--- src/rtl/adcwin_pkg.sv ---
// Package: shared widths and register addresses for the window comparator.
// Assumes a 2-bit register address space with four byte-wide registers.
package adcwin_pkg;
    localparam int unsigned LIM_W  = 8;
    localparam int unsigned ADDR_W = 2;

    typedef enum logic [ADDR_W-1:0] {
        A_UPPER  = 2'd0,
        A_LOWER  = 2'd1,
        A_MODE   = 2'd2,
        A_STATUS = 2'd3
    } reg_addr_e;

    typedef enum logic {
        WIN_INSIDE  = 1'b0,
        WIN_OUTSIDE = 1'b1
    } win_mode_e;
endpackage

--- src/rtl/adcwin_regs.sv ---
// Module: adcwin_regs
// Holds the two limit registers, the mode bit and the sticky write-error flag.
// Limit writes are refused while the converter is busy. Reading the status
// register clears the error flag, but a refusal in the same cycle takes priority.
// Assumes the reg_wr and reg_rd strobes are synchronous to clk.
module adcwin_regs
    import adcwin_pkg::*;
#(
    parameter int unsigned W       = LIM_W,
    parameter logic [W-1:0] UP_RST = '1,
    parameter logic [W-1:0] LO_RST = '0
) (
    input  logic                clk,
    input  logic                rst_n,
    input  logic                reg_wr,
    input  logic                reg_rd,
    input  logic [ADDR_W-1:0]   reg_addr,
    input  logic [W-1:0]        reg_wdata,
    input  logic                busy,
    output logic [W-1:0]        reg_rdata,
    output logic [W-1:0]        upper_lim,
    output logic [W-1:0]        lower_lim,
    output win_mode_e           mode,
    output logic                wr_err
);
    localparam logic [W-1:0] ZERO = '0;

    logic lim_sel;
    logic refuse;

    // Decode a limit access and decide whether it must be refused.
    always_comb begin
        lim_sel = (reg_addr == A_UPPER) || (reg_addr == A_LOWER);
        refuse  = reg_wr && lim_sel && busy;
    end

    // Limit registers: updated only by accepted writes.
    always_ff @(posedge clk) begin
        if (!rst_n) begin
            upper_lim <= UP_RST;
            lower_lim <= LO_RST;
        end else if (reg_wr && !busy) begin
            if (reg_addr == A_UPPER) upper_lim <= reg_wdata;
            if (reg_addr == A_LOWER) lower_lim <= reg_wdata;
        end
    end

    // Mode bit: writable regardless of converter state.
    always_ff @(posedge clk) begin
        if (!rst_n)
            mode <= WIN_INSIDE;
        else if (reg_wr && reg_addr == A_MODE)
            mode <= win_mode_e'(reg_wdata[0]);
    end

    // Sticky error flag: set by a refusal, cleared by a status read.
    always_ff @(posedge clk) begin
        if (!rst_n)
            wr_err <= 1'b0;
        else if (refuse)
            wr_err <= 1'b1;
        else if (reg_rd && reg_addr == A_STATUS)
            wr_err <= 1'b0;
    end

    // Read-data multiplexer.
    always_comb begin
        unique case (reg_addr)
            A_UPPER:  reg_rdata = upper_lim;
            A_LOWER:  reg_rdata = lower_lim;
            A_MODE:   reg_rdata = {ZERO[W-1:1], mode};
            default:  reg_rdata = {ZERO[W-1:1], wr_err};
        endcase
    end
endmodule

--- src/rtl/adcwin_select.sv ---
// Module: adcwin_select
// Picks the byte of the conversion result that is compared with the limits:
// the top W bits at full resolution, or the low W bits at reduced resolution.
// Assumes RES_W >= W.
module adcwin_select #(
    parameter int unsigned RES_W = 12,
    parameter int unsigned W     = 8
) (
    input  logic [RES_W-1:0] result,
    input  logic             full_res,
    output logic [W-1:0]     cmp_val
);
    localparam int unsigned TOP = RES_W - 1;

    // Resolution-dependent byte selection.
    always_comb begin
        cmp_val = full_res ? result[TOP -: W] : result[W-1:0];
    end
endmodule

--- src/rtl/adcwin_judge.sv ---
// Module: adcwin_judge
// Applies the window test to the compared value and registers the outcome,
// gated by the done strobe, into a one-clock interrupt.
// Assumes the limits are stable in the strobe cycle. No correction is made
// when the limits are inverted.
module adcwin_judge
    import adcwin_pkg::*;
#(
    parameter int unsigned W = LIM_W
) (
    input  logic         clk,
    input  logic         rst_n,
    input  logic         done,
    input  logic [W-1:0] val,
    input  logic [W-1:0] upper_lim,
    input  logic [W-1:0] lower_lim,
    input  win_mode_e    mode,
    output logic         irq
);
    logic in_win;
    logic hit;

    // Window test on the compared value.
    always_comb begin
        in_win = (val >= lower_lim) && (val <= upper_lim);
        if (mode == WIN_OUTSIDE)
            hit = (val < lower_lim) || (val > upper_lim);
        else
            hit = in_win;
    end

    // Registered interrupt pulse.
    always_ff @(posedge clk) begin
        if (!rst_n) irq <= 1'b0;
        else        irq <= done && hit;
    end
endmodule

--- src/rtl/adc_window_cmp.sv ---
// Module: adc_window_cmp (top)
// Decides whether each finished conversion raises the interrupt, using
// programmable limits and a window mode. The converter counts as busy while
// its start or its enable status is high.
module adc_window_cmp
    import adcwin_pkg::*;
#(
    parameter int unsigned RES_W = 12,
    parameter int unsigned W     = LIM_W
) (
    input  logic              clk,
    input  logic              rst_n,
    input  logic              reg_wr,
    input  logic              reg_rd,
    input  logic [ADDR_W-1:0] reg_addr,
    input  logic [W-1:0]      reg_wdata,
    output logic [W-1:0]      reg_rdata,
    input  logic              conv_start,
    input  logic              conv_enable,
    input  logic              conv_done,
    input  logic [RES_W-1:0]  conv_result,
    input  logic              res_12b,
    output logic              irq_pulse
);
    logic [W-1:0] upper_lim;
    logic [W-1:0] lower_lim;
    logic [W-1:0] cmp_val;
    win_mode_e    mode;
    logic         wr_err;
    logic         busy;

    // Converter busy status.
    always_comb busy = conv_start || conv_enable;

    adcwin_regs #(.W(W)) u_regs (
        .clk(clk), .rst_n(rst_n), .reg_wr(reg_wr), .reg_rd(reg_rd),
        .reg_addr(reg_addr), .reg_wdata(reg_wdata), .busy(busy),
        .reg_rdata(reg_rdata), .upper_lim(upper_lim), .lower_lim(lower_lim),
        .mode(mode), .wr_err(wr_err)
    );

    adcwin_select #(.RES_W(RES_W), .W(W)) u_sel (
        .result(conv_result), .full_res(res_12b), .cmp_val(cmp_val)
    );

    adcwin_judge #(.W(W)) u_judge (
        .clk(clk), .rst_n(rst_n), .done(conv_done), .val(cmp_val),
        .upper_lim(upper_lim), .lower_lim(lower_lim), .mode(mode),
        .irq(irq_pulse)
    );
endmodule

--- config.mk ---
export PLATFORM = sky130hd
export DESIGN_NAME = adc_window_cmp
export DESIGN_NICKNAME = d
export VERILOG_FILES = /design/src/rtl/adcwin_pkg.sv /design/src/rtl/adcwin_regs.sv /design/src/rtl/adcwin_select.sv /design/src/rtl/adcwin_judge.sv /design/src/rtl/adc_window_cmp.sv
export SDC_FILE = /design/constraint.sdc
export NUM_CORES = 1
export LEC_CHECK = 0
export CORE_MARGIN = 3
export CORE_UTILIZATION = 30
export CTS_CLUSTER_DIAMETER = 150
export DETAILED_ROUTE_END_ITERATION = 6
export PLACE_DENSITY = 0.62
export SLEW_MARGIN = 10
export SYNTH_ARGS = -nofsm -noshare
export SYNTH_HDL_FRONTEND = slang
export SYNTH_HIERARCHICAL = 1
export SYNTH_SLANG_ARGS = --single-unit
export TNS_END_PERCENT = 5
--- constraint.sdc ---
create_clock -name clk -period 3.4 [get_ports clk]
set_input_delay 0.51 -clock clk [delete_from_list [all_inputs] [get_ports clk]]
set_output_delay 0.51 -clock clk [all_outputs]
set_load 0.05 [all_outputs]
# Yosys cells after proc, flatten, opt, wreduce, memory -nomap -nowiden
# Index checks and enable logic that the tools add are counted.
# classes
magnitude_cmp,4
eq_ne,3
reduce_logical,15
mux,5
# ops
operator,n
8-bit one-hot mux with 3 select lines,1
8-bit >= comparator,1
8-bit greater-than comparator,1
8-bit less-or-equal comparator,1
8-bit less-than comparator,1
8-bit two-way mux,1
1-bit logical AND,7
2-bit == test (second input constant),2
2-bit AND reduction,2
1-bit logical OR,3
1-bit two-way mux,3
2-bit by 1-bit == test with 1-bit output (second input constant),1
2-bit logical NOT,1
2-bit nonzero test,1
1-bit logical NOT,1
# word_totals
output_inout_bits,9
input_bits,30
elab_cells,32
register_bits,19

# Logic depth before layout (Yosys ltp)
# depth
word_depth,5
ltp_mapped,10
ltp_nobuf,9

# Hierarchy
# The synthesis kept the hierarchy.
# modules_own_cells
mod,n_inst,seq_area_each_um2,area_each_um2,cells_per_inst
adcwin_regs,1,360.3,935.9,96
adcwin_judge,1,20.0,445.4,57
adcwin_select,1,0.0,131.4,9
adc_window_cmp,1,0.0,6.3,1

# Worst setup path before layout
# No wires, ideal clock.
# synth_timing
path_type,input port to flip-flop
start,input port res_12b
end,register u_judge.irq
arrival_time_ps,2316
n_path_buf,1
setup_slack_ps,967
stages,9
setup_time_ps,118
t_required_ps,3282
cell_sequence,buf_6 mux2_4 ha_1 nor2b_4 o211ai_2 a21oi_1 a2111o_1 o21a_1 o2111a_1
# synth_between
elab_chain_len,5
elab_cells_between_ends,9
cone_classes,order compare (4); mux (2); reduce/logical (3)
# synth_rtl
item,line,text
"start, declared",adc_window_cmp.sv:22,"input logic res_12b,"
8-bit two-way mux (*),adcwin_select.sv:17,cmp_val = full_res ? result[TOP -: W] : result[W-1:0];
net cmp_val[1],adc_window_cmp.sv:27,logic [W-1:0] cmp_val;
"8-bit >= comparator, or another cell as far along",adcwin_judge.sv:25,in_win = (val >= lower_lim) && (val <= upper_lim);
1-bit logical AND or 1-bit logical OR (tied branches),"adcwin_judge.sv:25, adcwin_judge.sv:27",
1-bit two-way mux (*),adcwin_judge.sv:26,if (mode == WIN_OUTSIDE)
1-bit logical AND (*),adcwin_judge.sv:35,else irq <= done && hit;
"end signal, assigned",adcwin_judge.sv:35,
"end, declared",adcwin_judge.sv:18,output logic irq
# Mark *: on every way through the listed nets, which the timed path passes. The rest lies on a longest branch.
# A chain may end at the register's enable or synchronous reset.

# Worst setup path after layout
# layout_timing
start,input port reg_addr[0]
end,output port reg_rdata[7]
# layout_between
elab_chain_len,2
elab_cells_between_ends,4
cone_classes,eq/ne (2); mux (1); reduce/logical (1)
# layout_rtl
item,line,text
"start, declared",adc_window_cmp.sv:15,"input logic [ADDR_W-1:0] reg_addr,"
"2-bit == test, or another cell as far along",adcwin_regs.sv:68,unique case (reg_addr)
8-bit one-hot mux with 3 select lines (*),adcwin_regs.sv:68,
"end, declared",adc_window_cmp.sv:17,"output logic [W-1:0] reg_rdata,"
# Every way passes the cells marked *; elsewhere a longest branch is shown, timed or not.

==> out/qor.csv <==
stage,metric,value,unit
yosys,net count after synthesis,209,
routing,Routed WL per cell,12.70,um
cts,clock tree from TritonCTS,built,
cts,Setup Buffers After CTS,0,
finish,"commonest non-fill, non-tap cells in the layout","38 x clkdlybuf4s50_1, 24 x mux2i_1, 19 x nand2_1, 19 x dfxtp_1",
global_routing,total grt overflow,0,
setup_path,Worst Path Required,2.89,ns
routing,Via Count,1191,
power,Leak Pwr,0.0009043,uW
yosys,number of synthesized register bits,19,
finish,Post-layout nets,247,
placement,estimated wirelength of the detail-placed design,2752,um
routing,DR iter-0 viols,28,
die,width of the die,77.16,um
routing,First-pass DRT Iterations,4,
finish,number of diodes,0,
setup_path,FF-to-FF setup slack,1.42,ns
global_routing,wire length of the first global-routing pass,5692,um
yosys,"Top FF cell, synth",dfxtp_1,
placement,Post-Place Cell Area,1951,um^2
setup_path,critical path endpoint category,output port,
finish,"leading cell type in the layout, fill and taps excluded",clkdlybuf4s50_1,
global_routing,number of antenna violations at the first check in global routing,0,
cts,number of hold buffers added after CTS,0,
setup_path,type of element launching the critical path,primary input,
setup_path,path type of the worst setup path,in -> out,
hold_path,Hold Startpoint,u_regs/lower_lim[1],
die,Chip Height,77.16,um
sta,final count of hold timing violations,0,
cts,clk slew on worst S/H paths,0.07,ns
finish,number of fill cells,521,
cts,number of buffers on the longest clock path,2,
outcome,result of the run,"complete, no violations",
die,starting density of the core,31.53,%
cts,quantity of gates resized following cts,0,
run,max cap viols,0,
global_routing,largest net degree at the start of global routing,36,
global_routing,overall fraction of global-route tracks in use,11.81,%
routing,Residual DRC,0,
die,core area,4817,um^2
global_routing,via count of the first global-routing pass,1224,
sta,total setup violations reported at the end of the flow,0,
sta,Slew HR,31.17,%
power,largest vdd supply drop,0.1856,mV
sta,unrepaired setup endpoints after global routing,false,
sta,shortest period the worst path allows,2.981,ns
finish,share of final-layout standard cells stronger than drive strength 1,9.500,%
cts,number of levels the H-tree was split into,1,
yosys,cell area after synthesis,1519,um^2
hold_path,worst min-delay path category,reg -> reg,
placement,final RePlAce weighted congestion,0.8143,
routing,antenna violation net count after detailed routing,0,
cts,Inserted Clock Buffers,3,
yosys,number of enable-type register cells in the synthesized netlist,0,
placement,PortBufs,38,
yosys,total number of yosys warnings,6,
routing,ratio of routed vias to standard cells,4.461,
routing,routed wire length,3392,um
setup_path,worst-path fanout max,12,
cts,clock root buffer,clkbuf_8,
setup_path,FF-to-FF Start,u_regs/lower_lim[1],
sta,accumulated negative setup slack,0,ns
yosys,mean cell area of the mapped netlist,9.319,um^2
die,DIE AREA,5953,um^2
yosys,fraction of registers with async set/reset,0,%
sta,Clock Skews,0.002544,ns
yosys,post-synth cell types,32,
sta,number of pins with negative max-slew slack in the final report,0,
cts,clock net sink count,19,
yosys,number of instances in the synthesized netlist,163,
power,power per cell area,279.4,nW/um^2
die,Row Count,25,
sta,"Period Utilization, post-route",87.68,%
cts,clock latency at the later pin of the worst-skew pair,0.26,ns
sta,Worst Max-Slew Pin Slew,1.029,ns
finish,fin area,1996,um^2
finish,area growth from synthesis to final layout,31.38,%
sta,max frequency,335.4,MHz
finish,area used by sequential logic in the layout,380.4,um^2
setup_path,WP data arrival,2.47,ns
finish,multi-input logic area,1027,um^2
yosys,post-synthesis sequential area ratio,25.04,%
setup_path,source of the critical timing path,reg_addr[0],
die,I/O pins,39,
cells in the mapped netlist, types with 2 or more instances:
master     n  share of area [%]
buf_2      2               0.66
buf_4      2               0.99
nand3_1    2               0.66
a21oi_1    7                2.3
and2b_1   16                7.9
dfxtp_1   19                 25
mux2_4     8                7.9
mux2i_1   24                 16
clkbuf_1   2               0.49
inv_1     15                3.7
nor2_1     8                2.0
buf_6      2                1.5
nand2_1   19                4.7
nand4_1    4                1.6
ha_1      16                 13
state kept, by name (all words and copies together) (netlist names):
name,flops
u_regs/mode,1
u_judge/irq,1
u_regs/lower_lim,8
u_regs/wr_err,1
u_regs/upper_lim,8
per-stage QoR:
stage / hold WS, ns / utilization [%] / power, uW / worst slack [ns] / std cells
2_1_floorplan: 0.4474 / - / 339.6 / 0.9668 / 163
3_3_place_gp: 0.4618 / 40.49 / 404.0 / 0.3226 / 263
3_5_place_dp: 0.4708 / 40.49 / 404.4 / 0.2887 / 263
4_1_cts: 0.4811 / 41.43 / 566.2 / 0.4009 / 267
5_1_grt: 0.4970 / 41.43 / 590.1 / 0.3536 / 267
6_report: 0.4780 / 41.43 / 557.5 / 0.4188 / 267
cells by family after synthesis:
family / Yosys count / synth area share, %
simple gates: 57 / 22.24
compound gates: 15 / 7.002
mux: 33 / 25.21
flops: 19 / 25.04
fa+ha+maj: 16 / 13.18
buf+inv: 23 / 7.331
worst max-delay path, cell delays in order:
cell,delay [ns]
clkdlybuf4s50_1,0.85
mux2i_1,0.15
nor2_1,0.14
clkdlybuf4s50_1,0.82
area by class of cell:
type,count,share of cell area (%)
sequential,19,19.06
timing repair buffer,41,20.19
clock buffer,4,2.257
multi-input combinational,121,51.47
inverter,15,2.821
tap,67,4.201
power by group:
part           total [uW]  leakage, uW  internal, uW  switching, uW
clock                 158    0.0000228          83.4           75.1
sequential            230     0.000154           227           3.25
combinational         169     0.000727          88.0           80.8
total                 558     0.000904           398            159
worst paths after layout:
kind                         end  cells past startpoint
min reg2reg  u_regs/lower_lim[1]                      2
max reg2reg          u_judge/irq                      8
min          u_regs/lower_lim[1]                      2
max                 reg_rdata[7]                      4
routing by layer:
metal	vias up	part of all wire [%]	GRT usage, %
li1	633	-	-
met1	530	47	14.78
met2	23	48	19.95
met3	5	4.0	3.756
met4	0	0.74	2.135
met5	-	0	0
Power figures use the tool's default switching activity.
